<file path="src/rtl/dwxc_pkg.sv">
package dwxc_pkg;
   typedef enum logic [1:0] {
      ST_IDLE   = 2'd0,
      ST_LOAD   = 2'd1,
      ST_STREAM = 2'd2,
      ST_DRAIN  = 2'd3
   } dwxc_state_t;

   function automatic int acc_width(input int dw, input int k);
      return 2 * dw + $clog2(k * k);
   endfunction
endpackage

</file>
<file path="src/rtl/dwxc_cfg_check.sv">
module dwxc_cfg_check #(
   parameter int K     = 3,
   parameter int MAX_W = 16,
   parameter int DIM_W = 8,
   parameter int SW    = 4,
   parameter int CHW   = 4
) (
   input  logic [DIM_W-1:0] height,
   input  logic [DIM_W-1:0] width,
   input  logic [SW-1:0]    stride,
   input  logic [CHW-1:0]   chans,
   output logic             legal
);
   always_comb begin
      legal = (stride != '0) && (chans != '0)
           && (32'(height) >= K) && (32'(width) >= K)
           && (32'(width) <= MAX_W);
   end
endmodule

</file>
<file path="src/rtl/dwxc_coef_store.sv">
module dwxc_coef_store #(
   parameter int DW = 8,
   parameter int K  = 3,
   localparam int NK = K * K,
   localparam int IW = $clog2(NK + 1)
) (
   input  logic                    clk,
   input  logic                    we,
   input  logic [IW-1:0]           idx,
   input  logic [DW-1:0]           din,
   output logic [NK-1:0][DW-1:0]   coefs
);
   logic [NK-1:0][DW-1:0] mem;

   always_ff @(posedge clk) begin
      if (we) mem[idx] <= din;
   end

   assign coefs = mem;
endmodule

</file>
<file path="src/rtl/dwxc_window.sv">
module dwxc_window #(
   parameter int DW    = 8,
   parameter int K     = 3,
   parameter int MAX_W = 16,
   localparam int CW   = (MAX_W > 1) ? $clog2(MAX_W) : 1,
   localparam int NK   = K * K
) (
   input  logic                  clk,
   input  logic                  shift,
   input  logic [CW-1:0]         col,
   input  logic [DW-1:0]         pix,
   output logic [NK-1:0][DW-1:0] win_flat
);
   logic [K-1:0][DW-1:0]          col_v;
   logic [K-1:0][K-1:0][DW-1:0]   win;

   if (K > 1) begin : g_lbuf
      // lb[0] holds the oldest stored row, lb[K-2] the newest
      logic [K-2:0][MAX_W-1:0][DW-1:0] lb;
      always_comb begin
         for (int k = 0; k < K - 1; k++) col_v[k] = lb[k][col];
         col_v[K-1] = pix;
      end
      always_ff @(posedge clk) begin
         if (shift) begin
            for (int k = 0; k < K - 2; k++) lb[k][col] <= lb[k+1][col];
            lb[K-2][col] <= pix;
         end
      end
   end else begin : g_nolbuf
      assign col_v[0] = pix;
   end

   always_ff @(posedge clk) begin
      if (shift) begin
         for (int r = 0; r < K; r++) begin
            for (int j = 0; j < K - 1; j++) win[r][j] <= win[r][j+1];
            win[r][K-1] <= col_v[r];
         end
      end
   end

   always_comb begin
      for (int r = 0; r < K; r++)
         for (int j = 0; j < K; j++)
            win_flat[r*K+j] = win[r][j];
   end
endmodule

</file>
<file path="src/rtl/dwxc_mac.sv">
module dwxc_mac #(
   parameter int DW    = 8,
   parameter int K     = 3,
   localparam int NK   = K * K,
   localparam int ACC_W = dwxc_pkg::acc_width(DW, K)
) (
   input  logic [NK-1:0][DW-1:0] win,
   input  logic [NK-1:0][DW-1:0] coefs,
   output logic [ACC_W-1:0]      acc
);
   logic signed [2*DW-1:0] prod [NK];
   logic signed [ACC_W-1:0] sum;

   for (genvar i = 0; i < NK; i++) begin : g_prod
      assign prod[i] = $signed(win[i]) * $signed(coefs[i]);
   end

   always_comb begin
      sum = '0;
      for (int i = 0; i < NK; i++) sum = sum + ACC_W'(prod[i]);
   end

   assign acc = sum;
endmodule

</file>
<file path="src/rtl/dwxc_engine.sv">
module dwxc_engine
   import dwxc_pkg::*;
#(
   parameter int DW    = 8,
   parameter int K     = 3,
   parameter int MAX_W = 16,
   parameter int DIM_W = 8,
   parameter int SW    = 4,
   parameter int CHW   = 4
) (
   input  logic                                clk,
   input  logic                                rst_n,
   input  logic                                start,
   input  logic [DIM_W-1:0]                    cfg_height,
   input  logic [DIM_W-1:0]                    cfg_width,
   input  logic [SW-1:0]                       cfg_stride,
   input  logic [CHW-1:0]                      cfg_chans,
   input  logic                                coef_valid,
   output logic                                coef_ready,
   input  logic [DW-1:0]                       coef_data,
   input  logic                                pix_valid,
   output logic                                pix_ready,
   input  logic [DW-1:0]                       pix_data,
   output logic                                out_valid,
   input  logic                                out_ready,
   output logic [2*DW+$clog2(K*K)-1:0]         out_data,
   output logic                                out_last,
   output logic                                done,
   output logic                                cfg_err
);
   localparam int NK    = K * K;
   localparam int IW    = $clog2(NK + 1);
   localparam int CW    = (MAX_W > 1) ? $clog2(MAX_W) : 1;
   localparam int ACC_W = acc_width(DW, K);

   if (K < 1) begin : g_bad_k
      $error("dwxc_engine: K must be at least 1");
   end
   if (MAX_W < K) begin : g_bad_maxw
      $error("dwxc_engine: MAX_W must be at least K");
   end
   if (DIM_W < CW || (1 << DIM_W) <= MAX_W) begin : g_bad_dim
      $error("dwxc_engine: DIM_W too narrow for MAX_W");
   end

   dwxc_state_t       st;
   logic [DIM_W-1:0]  h_q, w_q, row, col;
   logic [SW-1:0]     s_q, rph, cph;
   logic [CHW-1:0]    ch_q, ch_idx;
   logic [IW-1:0]     cidx;
   logic              win_vld, win_last, done_q, err_q;
   logic              legal;

   logic [NK-1:0][DW-1:0] coefs, win;
   logic [ACC_W-1:0]      acc;

   dwxc_cfg_check #(.K(K), .MAX_W(MAX_W), .DIM_W(DIM_W), .SW(SW), .CHW(CHW)) u_cfg (
      .height(cfg_height), .width(cfg_width), .stride(cfg_stride),
      .chans(cfg_chans), .legal(legal)
   );

   logic coef_take, pix_take, out_take;
   assign coef_ready = (st == ST_LOAD);
   assign coef_take  = coef_valid && coef_ready;
   assign pix_ready  = (st == ST_STREAM) && (!win_vld || out_ready);
   assign pix_take   = pix_valid && pix_ready;
   assign out_take   = win_vld && out_ready;

   dwxc_coef_store #(.DW(DW), .K(K)) u_coef (
      .clk(clk), .we(coef_take), .idx(cidx), .din(coef_data), .coefs(coefs)
   );

   dwxc_window #(.DW(DW), .K(K), .MAX_W(MAX_W)) u_win (
      .clk(clk), .shift(pix_take), .col(col[CW-1:0]), .pix(pix_data), .win_flat(win)
   );

   dwxc_mac #(.DW(DW), .K(K)) u_mac (.win(win), .coefs(coefs), .acc(acc));

   // window position of the current pixel and its place on the stride grid
   logic row_full, col_full, fire, last_pos, end_row, end_ch;
   assign row_full = (32'(row) >= K - 1);
   assign col_full = (32'(col) >= K - 1);
   assign fire     = row_full && col_full && (rph == '0) && (cph == '0);
   assign last_pos = ({1'b0, row} + (DIM_W+1)'(s_q) >= {1'b0, h_q})
                  && ({1'b0, col} + (DIM_W+1)'(s_q) >= {1'b0, w_q});
   assign end_row  = (col == w_q - 1'b1);
   assign end_ch   = end_row && (row == h_q - 1'b1);

   function automatic logic [SW-1:0] next_ph(input logic full, input logic [SW-1:0] ph,
                                             input logic [SW-1:0] s);
      if (!full)             return '0;
      else if (ph == s - 1'b1) return '0;
      else                   return ph + 1'b1;
   endfunction

   always_ff @(posedge clk or negedge rst_n) begin
      if (!rst_n) begin
         st       <= ST_IDLE;
         h_q      <= '0;
         w_q      <= '0;
         s_q      <= '0;
         ch_q     <= '0;
         ch_idx   <= '0;
         cidx     <= '0;
         row      <= '0;
         col      <= '0;
         rph      <= '0;
         cph      <= '0;
         win_vld  <= 1'b0;
         win_last <= 1'b0;
         done_q   <= 1'b0;
         err_q    <= 1'b0;
      end else begin
         done_q <= 1'b0;

         if (pix_take) begin
            win_vld  <= fire;
            win_last <= fire && last_pos;
         end else if (out_take) begin
            win_vld  <= 1'b0;
            win_last <= 1'b0;
         end

         unique case (st)
            ST_IDLE: if (start) begin
               h_q  <= cfg_height;
               w_q  <= cfg_width;
               s_q  <= cfg_stride;
               ch_q <= cfg_chans;
               if (!legal) begin
                  err_q  <= 1'b1;
                  done_q <= 1'b1;
               end else begin
                  err_q  <= 1'b0;
                  ch_idx <= '0;
                  cidx   <= '0;
                  st     <= ST_LOAD;
               end
            end
            ST_LOAD: if (coef_take) begin
               cidx <= cidx + 1'b1;
               if (32'(cidx) == NK - 1) begin
                  row <= '0;
                  col <= '0;
                  rph <= '0;
                  cph <= '0;
                  st  <= ST_STREAM;
               end
            end
            ST_STREAM: if (pix_take) begin
               if (end_row) begin
                  col <= '0;
                  cph <= '0;
                  row <= row + 1'b1;
                  rph <= next_ph(row_full, rph, s_q);
               end else begin
                  col <= col + 1'b1;
                  cph <= next_ph(col_full, cph, s_q);
               end
               if (end_ch) st <= ST_DRAIN;
            end
            ST_DRAIN: if (!win_vld || out_ready) begin
               if (ch_idx == ch_q - 1'b1) begin
                  done_q <= 1'b1;
                  st     <= ST_IDLE;
               end else begin
                  ch_idx <= ch_idx + 1'b1;
                  cidx   <= '0;
                  st     <= ST_LOAD;
               end
            end
            default: st <= ST_IDLE;
         endcase
      end
   end

   assign out_valid = win_vld;
   assign out_data  = acc;
   assign out_last  = win_last;
   assign done      = done_q;
   assign cfg_err   = err_q;
endmodule

</file>
<file path="config.mk">
export PLATFORM = sky130hd
export DESIGN_NAME = dwxc_engine
export DESIGN_NICKNAME = d
export VERILOG_FILES = /design/src/rtl/dwxc_pkg.sv /design/src/rtl/dwxc_cfg_check.sv /design/src/rtl/dwxc_coef_store.sv /design/src/rtl/dwxc_window.sv /design/src/rtl/dwxc_mac.sv /design/src/rtl/dwxc_engine.sv
export SDC_FILE = /design/constraint.sdc
export NUM_CORES = 2
export LEC_CHECK = 0
export ABC_AREA = 1
export BUFFER_PORTS_ARGS = -buffer_cell sky130_fd_sc_hd__buf_2
export CAP_MARGIN = 25
export CORE_AREA = 10 10 407 409
export DETAILED_ROUTE_END_ITERATION = 6
export DIE_AREA = 0 0 417 419
export PLACE_DENSITY_LB_ADDON = 0.3
export SYNTH_ARGS = -nofsm -noshare
export SYNTH_HDL_FRONTEND = slang
export SYNTH_SLANG_ARGS = --single-unit
</file>
<file path="constraint.sdc">
create_clock -name clk -period 13.1 [get_ports clk]
set_clock_uncertainty 0.05 [all_clocks]
set_input_delay 2.62 -clock clk [delete_from_list [all_inputs] [get_ports clk]]
set_output_delay 2.62 -clock clk [all_outputs]
set_load 0.01 [all_outputs]
</file>
[Word level (Yosys, flattened, before mapping)]
Cells that the tools add are included.
Widths: inputs -> output; s select.
Operators by class
  bitwise gates (word level): 0
  div/mod/pow operators: 0
  order comparisons: 11
  shift operators: 0
  $mul: 9
  mux-type cells: 57
  equal/unequal tests: 18
  reductions and logical operators: 33
  add/subtract/negate cells: 20
Operators by type and width (number)
  $bwmux 128: 2
  $mul 8x8->16: 9
  $add 20x16->20: 6
  $mux 8: 10
  $bwmux 72: 1
  $mux 4: 17
  $bmux 8 s4: 2
  $demux 8 s4: 2
  $ge 8x2->1 const B: 4
  $pmux 8 s2: 2
  $pmux 4 s2: 3
  $add 17x16->18: 1
  $add 8x4->9: 2
  $ge 9x8->1: 2
  $add 16x16->17: 1
  $add 4x1->4 const B: 4
  $add 8x1->8 const B: 2
  $eq 8x8->1: 2
  $logic_and 1x1->1: 16
  $sub 8x1->8 const B: 2
  $mux 2: 7
  $ne 2x2->1 const B: 7
  $eq 4x4->1: 3
  $pmux 4 s3: 1
  other kinds (23): 40
Word-level totals
  bits in latches: 0
  bits of input ports: 46
  ROM bits: 0
  bits in writable memories: 0
  bits in registers: 462
  output and inout port bits: 26
  memories kept: 0

[Logic depth before layout (Yosys ltp)]
  depth after elaboration: 9
  mapped depth: 50
  depth with buffers taken out: 50

[By module]
From an unflattened synthesis, not the netlist that was laid out.
Second synthesis, totals
  cells, all modules: 4987
  area total of the unflattened synthesis: 46404.5 µm²
By module, submodules not included
  dwxc_mac: cells each 3058, instances 1, area each 26241.4 µm²
  dwxc_window: cells each 1128, instances 1, area each 12962.4 µm²
  dwxc_engine: cells each 671, instances 1, area each 4813.4 µm²
  dwxc_coef_store: cells each 93, instances 1, area each 2243.4 µm²
  dwxc_cfg_check: cells each 37, instances 1, area each 143.9 µm²

[Least setup slack after synthesis]
Ideal clock, no wire load.
  kind: reg-to-output
  from: register u_win.win_flat[1] (netlist name)
  to: output out_data[16]
  cell stages (with the launch flop): 43
  path slack: -0.556 ns
  data arrival time: 10.986 ns
  path buffers: 1
  required time: 10.430 ns
  cells stage by stage: edfxtp_1 clkbuf_1 or2_2 fa_1 inv_1 fa_1 inv_1 fa_1 fa_1 inv_1 fa_1 fa_1 inv_1 fa_1 inv_1 ha_1 a21oi_1 o21ai_0 [... 7 more ...] fa_1 fa_1 fa_1 inv_1 fa_1 inv_1 fa_1 inv_1 fa_1 inv_1 ha_1 inv_1 nor3_1 nand3_1 nand3_1 nand3_1 nand2_1 xor2_1
Between the ends
  cells in the longest elaborated chain, start to end: 9
RTL lines
  $mul 8x8->16: line dwxc_mac.sv:15  | assign prod[i] = $signed(win[i]) * $signed(coefs[i]);
  $add 16x16->17: line dwxc_mac.sv:20  | for (int i = 0; i < NK; i++) sum = sum + ACC_W'(prod[i]);
  $add 17x16->18: line dwxc_mac.sv:20
  $add 20x16->20 (6 in series): line dwxc_mac.sv:20
  end: declaration: line dwxc_engine.sv:26  | output logic [2*DW+$clog2(K*K)-1:0] out_data,
No other way between the ends.

[Final worst setup path]
  from: register u_coef.mem (netlist bit u_coef.coefs[2])
  to: output out_data[19]
Between the ends
  cells in the longest elaborated chain, start to end: 9
RTL lines
  start: declaration: line dwxc_coef_store.sv:13  | logic [NK-1:0][DW-1:0] mem;
  start signal: indexed assignment: line dwxc_coef_store.sv:16  | if (we) mem[idx] <= din;
  $mul 8x8->16: line dwxc_mac.sv:15
  $add 16x16->17: line dwxc_mac.sv:20
  $add 17x16->18: line dwxc_mac.sv:20
  $add 20x16->20 (6 in series): line dwxc_mac.sv:20
No other way between the ends.

==> metrics.yaml <==
ant_nets: 0
io_buffers: 71
synth.cell_area_sq_um: 45300
synth_ff_type: "edfxtp_1"
yosys_warnings: 0
reg2reg_from: "col[0]$_DFFE_PN0P_"
reg2reg_slack_ns: 8.98
ys_ff_latch: 462
grt_max_degree: 89
die_y_microns: 419
path_delay_family: "adder cells"
pin_count: 72
syn-mean-instance-area_sq_um: 9.88
synth_xor_area_frac: 0.0174
grt_pass1_vias: 32300
synth-simple-area-share: 0.113
met3_wirelength_microns: 5320
synth_top_family_by_area: "adder cells"
regArea_sq_um: 13600
postLayoutCoreUtil: 0.333
cap_violations: 0
drt-vias-per-instance: 4.33
fp-row-count: 146
holdPathStages: 2
relSlewSlack: 0.342
endpoint_kind: "output pin"
nets: 5836
crit_type: "reg -> out"
violations: "setup timing"
grt_pass1_wl_microns: 186000
crit_top_cell: "fa_1"
cts.htree.levels: 2
worst-path-buf-inv: 16
synth-seq-area-share: 0.299
multiInputGateArea_sq_um: 27500
route.detailed.drc: 0
nFillCells: 16100
dpl_worst_slack_ns: -1.28
fin_crit_sh: 1.12
cts_buffer_depth: 3
cp-start-kind: "flip-flop"
synth_compound_area_frac: 0.0408
wirelength_microns: 116000
routed-wl-met2_microns: 57400
clk_latency_ns: 0.67
setup_ws_ns: -1.53
stdcell_area_sq_um: 52500
setup-violations-final: 14
crit_required_ns: 10.43
outcome: "finished, violations left"
via_count: 29800
clock-sinks: 462
min_from: "cfg_err$_DFFE_PN0P_"
path_depth: 45
ys_async_sr_fraction: 0.134
die_x_microns: 417
antenna_found_initial: 6
grt_usage: 0.136
synth.distinct_cells: 41
hold-path-endpoint: "cfg_err$_DFFE_PN0P_"
worstRegToRegCells: 6
hp-class: "reg -> reg"
start_util: 0.288
synth.area.top_cells: "fa_1 (34%), edfxtp_1 (27%), inv_1 (10%), ha_1 (7.0%), nand2_1 (6.7%)"
synth_edf_count: 400
fmax_mhz: 68.4
cts_root_buf: "clkbuf_16"
synthMuxAreaShare: 0
dpl_cell_area_sq_um: 49400
topRoutingLayerUsed: "met5"
report.final.slew_viol_count: 0
synthAdderAreaFrac: 0.411
cts.clk_slew.worst_paths_ns: 0.06
min_period_ns: 14.63
synth_cells: 4587
cpMaxStageDelayCell: "fa_2"
r2r-end: "u_win.g_lbuf.lb[88]$_DFFE_PP_"
tritoncts: "built"
tightest_slew_ns: 0.982
cp_max_fo: 6
dp_hpwl_microns: 92500
drt_iter0_drc: 1786
yosys.area.top_type: "fa_1"
finalHoldViolations: 0
met1_length_microns: 50200
grt-ovfl-total: 0
grt_setup_unrepaired: "true"
critPathMaxStageDelay_ns: 0.69
wl_per_cell_microns: 16.8
drive_above_1_share: 0.148
numCtsBuffers: 55
gp_congestion: 0.840
dp_cells: 6735
dr.pass1.iters: 5
synth_top_area_frac: 0.341
synth_nets: 5659
layout.cells.non_filler: 6884
crit_arrival_ns: 11.96
area_delta_synth_final_pct: 15.8
core_area_sq_um: 157000
die_area_sq_um: 175000
-- registers in the layout, summed over array words and instances (netlist names), 2 cells and up --
signal / flops
st: 2
w_q: 8
ch_idx: 4
s_q: 4
col: 8
cidx: 4
row: 8
u_win.win_flat: 72
ch_q: 4
u_win.g_lbuf.lb: 256
cph: 4
u_coef.coefs: 72
rph: 4
h_q: 8
-- per-layer routing --
layer  up-vias  track usage
li1      14000            -
met1     15100        0.178
met2       543        0.236
met3       136       0.0185
met4         4       0.0309
met5         -            0
-- how the worst max path moves through the flow --
stage,from,to,slack [ns]
floorplan,u_win.win_flat[2]$_DFFE_PP_,out_data[17],0.001
global placement,u_win.win_flat[21]$_DFFE_PP_,out_data[16],-1.29
detailed placement,u_win.win_flat[20]$_DFFE_PP_,out_data[16],-1.28
CTS,u_win.win_flat[7]$_DFFE_PP_,out_data[19],-1.58
global route,u_win.win_flat[7]$_DFFE_PP_,out_data[19],-1.96
finish,u_coef.coefs[2]$_DFFE_PP_,out_data[19],-1.53
-- through the flow --
step | TNS, ns | hold WS (ns)
after floorplan | 0 | 0.374
after global placement | -11.79 | 0.414
after detailed placement | -12.25 | 0.422
after CTS | -16.61 | 0.436
after global routing | -21.35 | 0.471
final | -15.39 | 0.430
-- cell families (layout without fill, tap and decap cells) --
logic type,after synthesis,in the layout
buffers and inverters,1421,1645
AND/OR/NAND/NOR,1253,1253
adder cells (fa/ha/maj),1026,1026
flip-flops,462,462
AO/OA/AOI/OAI,335,335
XOR/XNOR,90,90
other,0,1
-- worst min-delay path, delay by kind of cell, from the launching register on --
family,cells,cell delay [ns]
AND/OR/NAND/NOR,2,0.11
flip-flops,1,0.34
-- cells in the final DEF (no fill, tap or decap), types with 28 or more instances in the layout --
cell type	n
buf_2	64
buf_4	209
buf_6	37
clkbuf_16	55
dfrtp_1	60
edfxtp_1	400
fa_1	758
ha_1	225
ha_4	28
inv_1	1162
inv_2	52
nand2_1	776
nand2_2	41
nand3_1	53
nand4_1	30
nor2_1	229
o21ai_0	178
o22ai_1	66
or2_2	44
xnor2_1	30
xor2_1	45
-- repair_timing --
item | in CTS | in global routing
resized for setup | 162 | 70
gates cloned | 0 | 0
hold endpoints to repair | 0 | 0
endpoints found under the setup margin | 16 | 16
hold buffers | 0 | 0
setup buffers | 28 | 16
pin swaps | 94 | 65
-- synthesized netlist by cell type (6+ instances only) --
cell,number
dfrtp_1,62
buf_2,14
o22ai_1,66
inv_1,1215
inv_2,6
xor2_1,56
fa_1,773
o21ai_2,12
ha_1,253
nor3_1,25
edfxtp_1,400
or2_2,46
o21ai_0,191
nand2_1,812
a21oi_1,46
nand4_1,30
nand3_1,60
clkbuf_1,180
nand2_2,10
nor2_1,254
xnor2_1,34
-- layout make-up --
type | count | share of cell area
Clock inverter | 37 | 0.00630
Antenna cell | 1 | 0.0000477
Inverter | 1224 | 0.0878
Clock buffer | 67 | 0.0277
Timing Repair Buffer | 317 | 0.0462
Sequential cell | 462 | 0.259
Multi-Input combinational cell | 2704 | 0.524
Tap cell | 2072 | 0.0494
Power is not shown: default switching activity piles up to over one toggle a cycle in this logic, so the estimate is an artifact.
